==> src/rtl/rpq_pkg.sv <==
package rpq_pkg;

    typedef enum logic [1:0] {
        Q_EMPTY,
        Q_PARTIAL,
        Q_FULL
    } qstate_e;

    typedef struct packed {
        logic        is_msi;
        logic [1:0]  line;
        logic [15:0] data;
    } qent_t;

    localparam int W1_VALID_BIT = 31;
    localparam int W1_KIND_BIT  = 30;
    localparam int W1_LINE_LSB  = 27;

endpackage

==> src/rtl/rpq_classify.sv <==
module rpq_classify
    import rpq_pkg::*;
#(
    parameter int VEC_COUNT = 128
) (
    input  logic        clk,
    input  logic        rst_n,
    input  logic        cfg_lo_we,
    input  logic        cfg_hi_we,
    input  logic [31:0] cfg_wdata,
    input  logic        wr_valid,
    input  logic [63:0] wr_addr,
    input  logic [31:0] wr_data,
    input  logic        intx_evt,
    input  logic [1:0]  intx_line,
    output logic        msi_hit,
    output qent_t       msi_ent,
    output logic        intx_hit,
    output qent_t       intx_ent
);

    localparam logic [31:0] VEC_LIMIT = 32'(VEC_COUNT);

    logic [31:0] base_lo_q;
    logic [31:0] base_hi_q;

    always_ff @(posedge clk) begin
        if (!rst_n) begin
            base_lo_q <= '0;
            base_hi_q <= '0;
        end else begin
            if (cfg_lo_we) base_lo_q <= cfg_wdata;
            if (cfg_hi_we) base_hi_q <= cfg_wdata;
        end
    end

    always_comb begin
        msi_hit         = wr_valid && (wr_addr == {base_hi_q, base_lo_q})
                          && (wr_data < VEC_LIMIT);
        msi_ent.is_msi  = 1'b1;
        msi_ent.line    = 2'b00;
        msi_ent.data    = wr_data[15:0];
        intx_hit        = intx_evt;
        intx_ent.is_msi = 1'b0;
        intx_ent.line   = intx_line;
        intx_ent.data   = 16'h0000;
    end

    AST_BASE_HOLD: assert property (@(posedge clk) disable iff (!rst_n)
        (!cfg_lo_we && !cfg_hi_we) |=> $stable({base_hi_q, base_lo_q}));

endmodule

==> src/rtl/rpq_store.sv <==
module rpq_store
    import rpq_pkg::*;
#(
    parameter int DEPTH = 16
) (
    input  logic  clk,
    input  logic  rst_n,
    input  logic  push_a,
    input  qent_t ent_a,
    input  logic  push_b,
    input  qent_t ent_b,
    input  logic  pop,
    output qent_t head,
    output logic  head_vld,
    output logic  msi_any,
    output logic  intx_any,
    output logic  ovf
);

    localparam int PTR_W = $clog2(DEPTH);
    localparam int CNT_W = $clog2(DEPTH + 1);
    localparam logic [CNT_W-1:0] FULL_CNT = CNT_W'(DEPTH);
    localparam logic [CNT_W-1:0] TWO_FREE = CNT_W'(DEPTH - 2);

    qent_t            mem [DEPTH];
    logic [PTR_W-1:0] wptr_q, rptr_q;
    logic [CNT_W-1:0] count_q, count_n;
    logic [CNT_W-1:0] msi_cnt_q, intx_cnt_q;
    qstate_e          state_q, state_n;
    logic             has_room;
    logic             acc_a, acc_b, do_pop, drop;
    logic             ovf_q;

    // occupancy state register
    always_ff @(posedge clk) begin
        if (!rst_n) state_q <= Q_EMPTY;
        else        state_q <= state_n;
    end

    // next state: FIRST_IN, LAST_OUT, FILL_UP, MAKE_ROOM
    always_comb begin
        state_n = state_q;
        unique case (state_q)
            Q_EMPTY:   if (count_n != '0) state_n = Q_PARTIAL;
            Q_PARTIAL: begin
                if (count_n == '0)          state_n = Q_EMPTY;
                else if (count_n == FULL_CNT) state_n = Q_FULL;
            end
            Q_FULL:    if (count_n != FULL_CNT) state_n = Q_PARTIAL;
            default:   state_n = Q_EMPTY;
        endcase
    end

    // state-decoded outputs
    always_comb begin
        unique case (state_q)
            Q_EMPTY:   begin head_vld = 1'b0; has_room = 1'b1; end
            Q_PARTIAL: begin head_vld = 1'b1; has_room = 1'b1; end
            Q_FULL:    begin head_vld = 1'b1; has_room = 1'b0; end
            default:   begin head_vld = 1'b0; has_room = 1'b0; end
        endcase
    end

    assign head = mem[rptr_q];

    always_comb begin
        acc_a   = push_a && has_room;
        acc_b   = push_b && (acc_a ? (count_q <= TWO_FREE) : has_room);
        drop    = (push_a && !acc_a) || (push_b && !acc_b);
        do_pop  = pop && head_vld;
        count_n = count_q + CNT_W'(acc_a) + CNT_W'(acc_b) - CNT_W'(do_pop);
    end

    always_ff @(posedge clk) begin
        if (acc_a) mem[wptr_q] <= ent_a;
        if (acc_b) mem[acc_a ? wptr_q + PTR_W'(1) : wptr_q] <= ent_b;
    end

    always_ff @(posedge clk) begin
        if (!rst_n) begin
            wptr_q     <= '0;
            rptr_q     <= '0;
            count_q    <= '0;
            msi_cnt_q  <= '0;
            intx_cnt_q <= '0;
            ovf_q      <= 1'b0;
        end else begin
            wptr_q     <= wptr_q + PTR_W'(acc_a) + PTR_W'(acc_b);
            rptr_q     <= rptr_q + PTR_W'(do_pop);
            count_q    <= count_n;
            msi_cnt_q  <= msi_cnt_q + CNT_W'(acc_a) - CNT_W'(do_pop && head.is_msi);
            intx_cnt_q <= intx_cnt_q + CNT_W'(acc_b) - CNT_W'(do_pop && !head.is_msi);
            if (drop) ovf_q <= 1'b1;
        end
    end

    assign msi_any  = (msi_cnt_q != '0);
    assign intx_any = (intx_cnt_q != '0);
    assign ovf      = ovf_q;

    AST_FULL_HOLDS: assert property (@(posedge clk) disable iff (!rst_n)
        (state_q == Q_FULL && !pop) |=> (state_q == Q_FULL));
    AST_OVF_STICKY: assert property (@(posedge clk) disable iff (!rst_n)
        ovf_q |=> ovf_q);
    AST_EMPTY_COUNTERS: assert property (@(posedge clk) disable iff (!rst_n)
        (state_q == Q_EMPTY) == (msi_cnt_q == '0 && intx_cnt_q == '0));
    AST_FULL_DROP: assert property (@(posedge clk) disable iff (!rst_n)
        (state_q == Q_FULL && (push_a || push_b)) |=> ovf_q);

endmodule

==> src/rtl/rp_irq_msg_queue.sv <==
module rp_irq_msg_queue
    import rpq_pkg::*;
#(
    parameter int DEPTH     = 16,
    parameter int VEC_COUNT = 128
) (
    input  logic        clk,
    input  logic        rst_n,
    input  logic        cfg_lo_we,
    input  logic        cfg_hi_we,
    input  logic [31:0] cfg_wdata,
    input  logic        intx_evt,
    input  logic [1:0]  intx_line,
    input  logic        wr_valid,
    input  logic [63:0] wr_addr,
    input  logic [31:0] wr_data,
    input  logic        pop,
    output logic [31:0] rd_word1,
    output logic [31:0] rd_word2,
    output logic        intx_pending,
    output logic        msi_pending,
    output logic        overflow
);

    logic  msi_hit, intx_hit, head_vld;
    qent_t msi_ent, intx_ent, head;

    rpq_classify #(.VEC_COUNT(VEC_COUNT)) u_classify (
        .clk       (clk),
        .rst_n     (rst_n),
        .cfg_lo_we (cfg_lo_we),
        .cfg_hi_we (cfg_hi_we),
        .cfg_wdata (cfg_wdata),
        .wr_valid  (wr_valid),
        .wr_addr   (wr_addr),
        .wr_data   (wr_data),
        .intx_evt  (intx_evt),
        .intx_line (intx_line),
        .msi_hit   (msi_hit),
        .msi_ent   (msi_ent),
        .intx_hit  (intx_hit),
        .intx_ent  (intx_ent)
    );

    rpq_store #(.DEPTH(DEPTH)) u_store (
        .clk      (clk),
        .rst_n    (rst_n),
        .push_a   (msi_hit),
        .ent_a    (msi_ent),
        .push_b   (intx_hit),
        .ent_b    (intx_ent),
        .pop      (pop),
        .head     (head),
        .head_vld (head_vld),
        .msi_any  (msi_pending),
        .intx_any (intx_pending),
        .ovf      (overflow)
    );

    always_comb begin
        rd_word1 = '0;
        rd_word2 = '0;
        if (head_vld) begin
            rd_word1[W1_VALID_BIT] = 1'b1;
            rd_word1[W1_KIND_BIT]  = head.is_msi;
            if (head.is_msi) rd_word2[15:0] = head.data;
            else             rd_word1[W1_LINE_LSB +: 2] = head.line;
        end
    end

    AST_IDLE_WORD2: assert property (@(posedge clk) disable iff (!rst_n)
        !rd_word1[W1_VALID_BIT] |-> (rd_word2 == 32'h0));
    AST_VALID_FLAGS: assert property (@(posedge clk) disable iff (!rst_n)
        rd_word1[W1_VALID_BIT] == (intx_pending || msi_pending));
    AST_KIND_PENDING: assert property (@(posedge clk) disable iff (!rst_n)
        (rd_word1[W1_VALID_BIT] && rd_word1[W1_KIND_BIT]) |-> msi_pending);

endmodule

==> config.mk <==
export PLATFORM = sky130hd
export DESIGN_NAME = rp_irq_msg_queue
export DESIGN_NICKNAME = d
export VERILOG_FILES = /design/src/rtl/rpq_pkg.sv /design/src/rtl/rpq_classify.sv /design/src/rtl/rpq_store.sv /design/src/rtl/rp_irq_msg_queue.sv
export SDC_FILE = /design/constraint.sdc
export NUM_CORES = 1
export LEC_CHECK = 0
export ABC_CLOCK_PERIOD_IN_PS = 11170
export BUFFER_PORTS_ARGS = -buffer_cell sky130_fd_sc_hd__buf_2
export CAP_MARGIN = 10
export CELL_PAD_IN_SITES_DETAIL_PLACEMENT = 0
export CELL_PAD_IN_SITES_GLOBAL_PLACEMENT = 1
export CORE_AREA = 8 8 193 268
export DETAILED_ROUTE_END_ITERATION = 7
export DIE_AREA = 0 0 201 276
export PLACE_DENSITY_LB_ADDON = 0.25
export SLEW_MARGIN = 10
export SYNTH_ARGS = -nofsm -noshare
export SYNTH_HDL_FRONTEND = slang
export SYNTH_SLANG_ARGS = --single-unit
==> constraint.sdc <==
create_clock -name clk -period 11.17 [get_ports clk]
set_input_delay 0.5585 -clock clk [delete_from_list [all_inputs] [get_ports clk]]
set_output_delay 0.5585 -clock clk [all_outputs]
set_load 0.02 [all_outputs]
==> run summary, run 1 <==
Ports -> 204
first-pass GRT wire length -> 86200 um
critical path class -> reg2reg
CP cell instances -> xnor2_1 -> nand4_1 -> or3_1 -> and4b_1 -> nand2_1 -> ha_1 -> inv_1 -> fa_1 -> fa_1 -> a21o_1 -> a21oi_1 -> xnor2_1 -> mux2_2 -> mux2i_1 -> mux2i_1 -> nor2b_1
status -> finished clean
WP data required -> 11620 ps
FMAX -> 195 MHz
# resized after CTS -> 0
Worst Reg-to-Reg Cells -> 16
met3 WL -> 2340 um
Synth warnings -> 0
WP data arrival -> 5580 ps
Final #Nets -> 2073
multi-input logic area -> 9580 um2
vias in the first global route -> 14500
Worst R2R Setup Slack -> 6030 ps
measured slew at the worst slew-check pin -> 1120 ps
starting DRC count in detailed routing -> 841
worst-path fanout max -> 26
WP buf/inv -> 1
Initial Util -> 39.4%
die height -> 276 um
total gr overflow -> 0
post-CTS setup buffers -> 0
Syn Area/Cell -> 10.3 um2
initial antenna violation count -> 5
dpl ws -> 5670 ps
leakage power -> 9.32 nW
area delta synth->final -> 13.2%
clock buffer count from CTS -> 42
Rel. slew slack -> 25.3%
Post-Route WL -> 55600 um
class of the worst hold path -> in2reg
Worst Slack Setup Final -> 6030 ps
global-route usage over all layers -> 19.5%
final core occ -> 44.6%
sequential area share after synthesis -> 43.7%
Post-route DRC -> 0
total clock sinks -> 394
Wirelength per Cell -> 21.6 um
crit path max-delay cell type -> and4b_1
vias per inst -> 5.40
First-pass DRT Iterations -> 7
CTS tree -> yes
Synth Flop Type -> dfxtp_1
power density cells -> 170 nW/um2
Die Width -> 201 um
RSZ-0062 raised after global routing -> no
Worst path max stage delay -> 890 ps
CTS HTree Levels -> 2
vias after detailed routing -> 13900
final-layout fill cell count -> 4593
Reg area -> 8220 um2
hold buffers post-CTS -> 0
Setup Viol. Count Final -> 0
Routed Antenna Nets -> 0
hold depth -> 3
hpwl dp -> 35200 um
die area -> 55500 um2
most frequent cells in the layout -> dfxtp_1, a21oi_1, mux2i_1
post-synthesis async set-or-reset flop share -> 0%
Top Layer Used -> met4
Worst-Skew Late Latency -> 570 ps
leading cell type in the layout, fill and taps excluded -> dfxtp_1
CP Capture Type -> register
# rows -> 95
cell count after synthesis -> 1821
clock root buffer -> clkbuf_16
Metal-1 WL -> 22600 um
final hold vios -> 0
pin count of the biggest net entering global routing -> 91
number of distinct library cells after synthesis -> 53
Post-synth EDFFs -> 32
count of maximum capacitance violations -> 0
Clk pin slew, worst setup/hold paths -> 60 ps
Worst Setup Start Kind -> register
fin area -> 21300 um2
setup_tns -> 0 ps
Peak supply drop -> 0.0000912 V
min cycle time layout -> 5140 ps
met2 wire length -> 28900 um
Final Skew -> 21.7 ps
family with the most delay on the worst path -> simple AND/OR/NAND/NOR gates
max-slew violations -> 0
Core ar. -> 47700 um2
number of cells on the critical path -> 16
I/O Buffers -> 159
Max Buffers Root-to-Sink -> 3
Placed Area -> 19800 um2
share of layout cells above drive strength 1 -> 19.9%
Final period util -> 46.0%
Final Wtd Congestion -> 0.840
Syn Std Cell Area -> 18800 um2
flops & latches, synth -> 394
[report_power, final]
group          internal, mW  total, mW  switching (mW)
Combinational         0.249      0.611           0.362
Sequential             1.47       1.53          0.0602
Clock                 0.869       1.48           0.609
[layer usage]
metal	global-route usage, %	up-vias
li1	-	6551
met2	35.1	333
met1	22.9	6909
met3	3.05	90
met4	7.73	0
met5	0	-
[cell families after synthesis]
logic type                 share of synthesized area (%)
AOI/OAI and AO/OA                                   10.0
muxes                                               21.0
and+or+nand+nor                                     14.1
DFF                                                 43.7
buffers and inverters                               6.38
other                                             0.0200
xor gates and xnor gates                            2.24
adders and majority gates                           2.53
[worst min-delay path, delay by kind of cell]
| kind | cells | cell delay, ps |
|---|---|---|
| AND/OR/NAND/NOR | 1 | 90 |
| multiplexers | 1 | 60 |
| buffers and inverters | 1 | 90 |
[cells in the mapped netlist (5+ instances only)]
cell type / number / area (um2)
nand3_1: 13 / 65.1
nor2b_1: 87 / 544
buf_4: 63 / 473
a22oi_1: 9 / 67.6
nand2_1: 159 / 597
nor4_1: 15 / 93.8
nand2b_1: 48 / 300
clkbuf_1: 102 / 383
inv_1: 49 / 184
buf_2: 13 / 65.1
nand4_1: 40 / 250
mux2i_1: 178 / 1780
a21o_1: 7 / 52.6
dfxtp_1: 362 / 7250
a21bo_2: 12 / 120
o21ai_0: 7 / 35.0
mux4_2: 95 / 2140
or4_1: 5 / 37.5
a21oi_1: 271 / 1360
buf_1: 15 / 56.3
fa_1: 5 / 100
and3_1: 57 / 357
xnor2_1: 40 / 350
xor2_1: 8 / 70.1
o2111ai_1: 8 / 70.1
and2_1: 22 / 138
edfxtp_1: 32 / 961
ha_1: 30 / 375
nor2_1: 20 / 75.1
[final timing paths]
path / start / end
setup reg to reg: u_classify.base_hi_q[25]$_SDFFE_PN0P_ / u_store.state_q[0]$_SDFFE_PN0P_
hold / removal: cfg_wdata[19] / u_classify.base_lo_q[19]$_SDFFE_PN0P_
hold reg to reg: u_store.mem[12][14]$_SDFFE_PP0P_ / u_store.mem[12][14]$_SDFFE_PP0P_
setup / recovery: u_classify.base_hi_q[25]$_SDFFE_PN0P_ / u_store.state_q[0]$_SDFFE_PN0P_
[metrics by stage]
stage	hold slack [ps]	cells	power, mW
6_report	278	2569	3.62
5_1_grt	270	2569	3.78
4_1_cts	255	2564	3.66
3_5_place_dp	418	2487	2.18
3_3_place_gp	415	2487	2.17
2_1_floorplan	409	1864	2.01
[state kept, by name, summed over array words and instances, names as in the netlist]
register / flops
u_store.mem: 304
u_classify.base_hi_q: 32
u_classify.base_lo_q: 32
u_store.count_q: 5
u_store.intx_cnt_q: 5
u_store.msi_cnt_q: 5
u_store.rptr_q: 4
u_store.wptr_q: 4
u_store.state_q: 2
u_store.ovf: 1
[area by class of cell]
class                      count  share of cell area, %
inverter                      50                  0.883
antenna                        5                 0.0588
clock buffer                  52                   5.31
clock inverter                25                   1.58
tap                          630                   3.71
timing repair buffer         189                   4.80
sequential                   394                   38.6
multi-input combinational   1224                   45.0
(Power assumes the default switching activity.)
==> run 2, diff against run 1 <==
--- a/config.mk
+++ b/config.mk
@@ -5,14 +5,15 @@
 export SDC_FILE = /design/constraint.sdc
 export NUM_CORES = 1
 export LEC_CHECK = 0
-export ABC_CLOCK_PERIOD_IN_PS = 11170
+export ABC_AREA = 1
+export ABC_CLOCK_PERIOD_IN_PS = 5000
 export BUFFER_PORTS_ARGS = -buffer_cell sky130_fd_sc_hd__buf_2
 export CAP_MARGIN = 10
 export CELL_PAD_IN_SITES_DETAIL_PLACEMENT = 0
 export CELL_PAD_IN_SITES_GLOBAL_PLACEMENT = 1
-export CORE_AREA = 8 8 193 268
+export CORE_AREA = 8 8 201 280
 export DETAILED_ROUTE_END_ITERATION = 7
-export DIE_AREA = 0 0 201 276
+export DIE_AREA = 0 0 209 288
 export PLACE_DENSITY_LB_ADDON = 0.25
 export SLEW_MARGIN = 10
 export SYNTH_ARGS = -nofsm -noshare
==> constraint.sdc (replaced) <==
create_clock -name clk -period 5 [get_ports clk]
set_input_delay 0.25 -clock clk [delete_from_list [all_inputs] [get_ports clk]]
set_output_delay 0.25 -clock clk [all_outputs]
set_load 0.02 [all_outputs]
==> run 2 against run 1 <==
- total power grew 150%
- cell area grew 9.8%
- clock skew is essentially flat
- combinational power grew to 3.6 times the previous value
- synthesized cell count grew 68%
- critical endpoint is now rd_word2[14]
- non-clock buffer count grew 29
- flip-flop and latch count is the same
- count of clock-buffer cells in the layout grew 9
- critical path depth shrank 9
- sequential power grew 130%
==> run summary, run 2 <==
largest register by flop count -> u_store.mem (unchanged)
# rows -> 99 (was 95)
Hold Startpoint -> cfg_wdata[14] (was cfg_wdata[19])
hold slack -> 22.8 ps (was 278 ps)
reg2reg end -> u_store.state_q[0]$_SDFFE_PN0P_ (unchanged)
Peak supply drop -> 0.000232 V (was 0.0000912 V)
CTS tree -> yes (unchanged)
flops & latches, synth -> 394 (unchanged)
die height -> 288 um (was 276 um)
top flop regs -> u_store.mem: 304 flops, u_classify.base_hi_q: 32 flops, u_classify.base_lo_q: 32 flops (unchanged)
hpwl dp -> 52200 um (was 35200 um)
Worst Setup Start Kind -> register (unchanged)
multi-input logic area -> 9910 um2 (was 9580 um2)
RSZ-0062 raised after global routing -> no (unchanged)
hold buffers post-CTS -> 31 (was 0)
R2R Path Start -> u_classify.base_hi_q[6]$_SDFFE_PN0P_ (was u_classify.base_hi_q[25]$_SDFFE_PN0P_)
status -> finished clean (unchanged)
Post-synth EDFFs -> 32 (unchanged)
vias in the first global route -> 18900 (was 14500)
final core occ -> 45.1% (was 44.6%)
initial antenna violation count -> 0 (was 5)
Final #Nets -> 3354 (was 2073)
hold depth -> 3 (unchanged)
Syn Std Cell Area -> 20600 um2 (was 18800 um2)
I/O Buffers -> 159 (unchanged)
Setup Viol. Count Final -> 0 (unchanged)
Initial Util -> 39.8% (was 39.4%)
Worst path max stage delay -> 880 ps (was 890 ps)
number of distinct library cells after synthesis -> 38 (was 53)
max-slew violations -> 0 (unchanged)
clock root buffer -> clkbuf_16 (unchanged)
Internal Power -> 5.90 mW (was 2.59 mW)
most frequent cell after synthesis -> nand2_1 (was dfxtp_1)
leakage power -> 10.3 nW (was 9.32 nW)
power share of the sequential group -> 39.0% (was 42.3%)
count of maximum capacitance violations -> 0 (unchanged)
Worst Reg-to-Reg Cells -> 18 (was 16)
pin count of the biggest net entering global routing -> 71 (was 91)
die area -> 60200 um2 (was 55500 um2)
post-CTS setup buffers -> 0 (unchanged)
class of the worst hold path -> in2reg (unchanged)
final cell count without fillers -> 3872 (was 2569)
# resized after CTS -> 0 (unchanged)
top cells by area, synth -> dfxtp_1, nand2_1, nor2_1 (was dfxtp_1, mux4_2, mux2i_1)
CP Capture Type -> output pin (was register)
Final Wtd Congestion -> 0.954 (was 0.840)
clock share of power -> 36.0% (was 40.8%)
total gr overflow -> 0 (unchanged)
Post-Route WL -> 71400 um (was 55600 um)
CP cell instances -> buf_4 -> buf_4 -> mux2i_1 -> o21ai_0 -> a211oi_1 -> a211oi_1 -> buf_2 (was xnor2_1 -> nand4_1 -> or3_1 -> and4b_1 -> nand2_1 -> ha_1 -> inv_1 -> fa_1 -> fa_1 -> a21o_1 -> a21oi_1 -> xnor2_1 -> mux2_2 -> mux2i_1 -> mux2i_1 -> nor2b_1)
combinational share of power -> 25.0% (was 16.9%)
family with the most delay on the worst path -> buffers and inverters (was simple AND/OR/NAND/NOR gates)
Syn Area/Cell -> 6.75 um2 (was 10.3 um2)
final hold vios -> 0 (unchanged)
Worst R2R Setup Slack -> 750 ps (was 6030 ps)
total power -> 8.91 mW (was 3.62 mW)
post-synthesis async set-or-reset flop share -> 0% (unchanged)
largest area contributor in the netlist -> dfxtp_1 (unchanged)
FMAX -> 227 MHz
Final period util -> 87.9%
total clock sinks -> 394 (unchanged)
CTS HTree Levels -> 2 (unchanged)
First-pass DRT Iterations -> 8 (was 7)
measured slew at the worst slew-check pin -> 1140 ps (was 1120 ps)
Synth Flop Type -> dfxtp_1 (unchanged)
leading cell types by count after synthesis -> nand2_1, nor2_1, inv_1, dfxtp_1, o21ai_0 (was dfxtp_1, a21oi_1, mux2i_1, nand2_1, clkbuf_1)
cell count after synthesis -> 3054 (was 1821)
Clk pin slew, worst setup/hold paths -> 60 ps (about the same)
Post-route DRC -> 0 (unchanged)
WP data required -> 4750 ps (was 11620 ps)
worst-path fanout max -> 70 (was 26)
leading cell type in the layout, fill and taps excluded -> nand2_1 (was dfxtp_1)
Hold Path End -> u_classify.base_lo_q[14]$_SDFFE_PN0P_ (was u_classify.base_lo_q[19]$_SDFFE_PN0P_)
vias per inst -> 4.97 (was 5.40)
WP data arrival -> 4150 ps (was 5580 ps)
Routed Antenna Nets -> 0 (unchanged)
Synth warnings -> 0 (unchanged)
max reg flops -> 304 (unchanged)
Synth top area share -> 35.2% (was 38.6%)
vias after detailed routing -> 19200 (was 13900)
share of layout cells above drive strength 1 -> 9.27% (was 19.9%)
WP buf/inv -> 3 (was 1)
area delta synth->final -> 13.3% (was 13.2%)
first-pass GRT wire length -> 109000 um (was 86200 um)
most frequent cells in the layout -> nand2_1, nor2_1, inv_1 (was dfxtp_1, a21oi_1, mux2i_1)
Die Width -> 209 um (was 201 um)
switching share of total power -> 33.7% (was 28.5%)
Core ar. -> 51800 um2 (was 47700 um2)
setup_tns -> 0 ps (unchanged)
Reg area -> 8210 um2 (was 8220 um2)
critical path class -> reg2out (was reg2reg)
antenna fix cells -> 0 (was 5)
crit path max-delay cell type -> dfxtp_4 (was and4b_1)
sequential area share after synthesis -> 39.8% (was 43.7%)
Ports -> 204 (unchanged)
Wirelength per Cell -> 18.4 um (was 21.6 um)
min cycle time layout -> 4400 ps
Rel. slew slack -> 24.1% (was 25.3%)
Worst-Skew Late Latency -> 590 ps (was 570 ps)
clock buffer count from CTS -> 43 (was 42)
placed cell count -> 3762 (was 2487)
NetSw -> 3.00 mW (was 1.03 mW)
final-layout fill cell count -> 5394 (was 4593)
Max Buffers Root-to-Sink -> 3 (unchanged)
Final Skew -> 21.6 ps (was 21.7 ps)
starting DRC count in detailed routing -> 1033 (was 841)
global-route usage over all layers -> 23.4% (was 19.5%)
power density cells -> 381 nW/um2 (was 170 nW/um2)
-- run 2: through the flow --
stage                     worst slack [ps]  area, um2
after floorplan                       1740      20800
after global placement                 817      21600
after detailed placement               784      21600
after CTS                              505      23300
after global routing                   396      23300
final                                  604      23300
-- run 2: power by group through the flow --
| stage | registers (mW) | clock network [mW] | logic, mW |
|---|---|---|---|
| 5_1_grt | 3.50 | 3.41 | 2.51 |
| 3_5_place_dp | 3.55 | 0 | 2.21 |
| 6_report | 3.48 | 3.21 | 2.22 |
| 4_1_cts | 3.48 | 3.29 | 2.24 |
| 3_3_place_gp | 3.54 | 0 | 2.18 |
| 2_1_floorplan | 3.44 | 0 | 1.70 |
-- run 2: cells by family after synthesis --
family | after synthesis | synth area share [%]
compound gates | 539 | 14.1
xor+xnor | 16 | 0.716
fa+ha+maj | 35 | 2.31
buf+inv | 629 | 12.8
flops | 394 | 39.8
mux | 70 | 3.40
other cells | 1 | 0.0182
simple gates | 1370 | 26.8
-- run 2: layout make-up --
type | instances | area share, %
multi-input cells | 2074 | 42.5
flip-flops and latches | 394 | 35.2
inverters | 451 | 7.25
repair buffers | 218 | 5.64
clock buffers | 61 | 5.07
well taps | 656 | 3.52
clock inverters | 18 | 0.890
-- run 2: worst max path at each step --
stage                                     startpoint                         endpoint  slack [ps]  cells past startpoint
6_report                u_store.rptr_q[0]$_SDFF_PN0_                     rd_word2[14]         600                      7
5_1_grt        u_classify.base_hi_q[25]$_SDFFE_PN0P_  u_store.state_q[0]$_SDFFE_PN0P_         400                     20
4_1_cts                 u_store.rptr_q[0]$_SDFF_PN0_                     rd_word2[14]         500                      7
3_5_place_dp    u_classify.base_hi_q[6]$_SDFFE_PN0P_  u_store.state_q[0]$_SDFFE_PN0P_         780                     18
3_3_place_gp                              wr_addr[9]  u_store.state_q[0]$_SDFFE_PN0P_         820                     21
2_1_floorplan   u_classify.base_hi_q[8]$_SDFFE_PN0P_  u_store.state_q[1]$_SDFFE_PN0P_        1740                     20
-- run 2: worst reg2reg max path: stages, from the launching register on --
cell	delay [ps]
dfxtp_1	350
inv_2	50
nand2_1	50
nand2_1	120
nor3_1	520
nand2_1	160
nor2_1	240
nand4_1	240
ha_1	360
inv_1	40
fa_1	390
fa_1	420
nand3_1	90
nand2_1	70
xor2_1	220
nor2_1	70
o31ai_1	470
o21ai_0	140
a21oi_1	160
-- run 2: per-layer routing --
layer / wire length [um] / track usage [%]
met4: 4450 / 13.5
met1: 26500 / 23.9
met2: 37200 / 44.7
met3: 3240 / 3.57
met5: 0 / 0
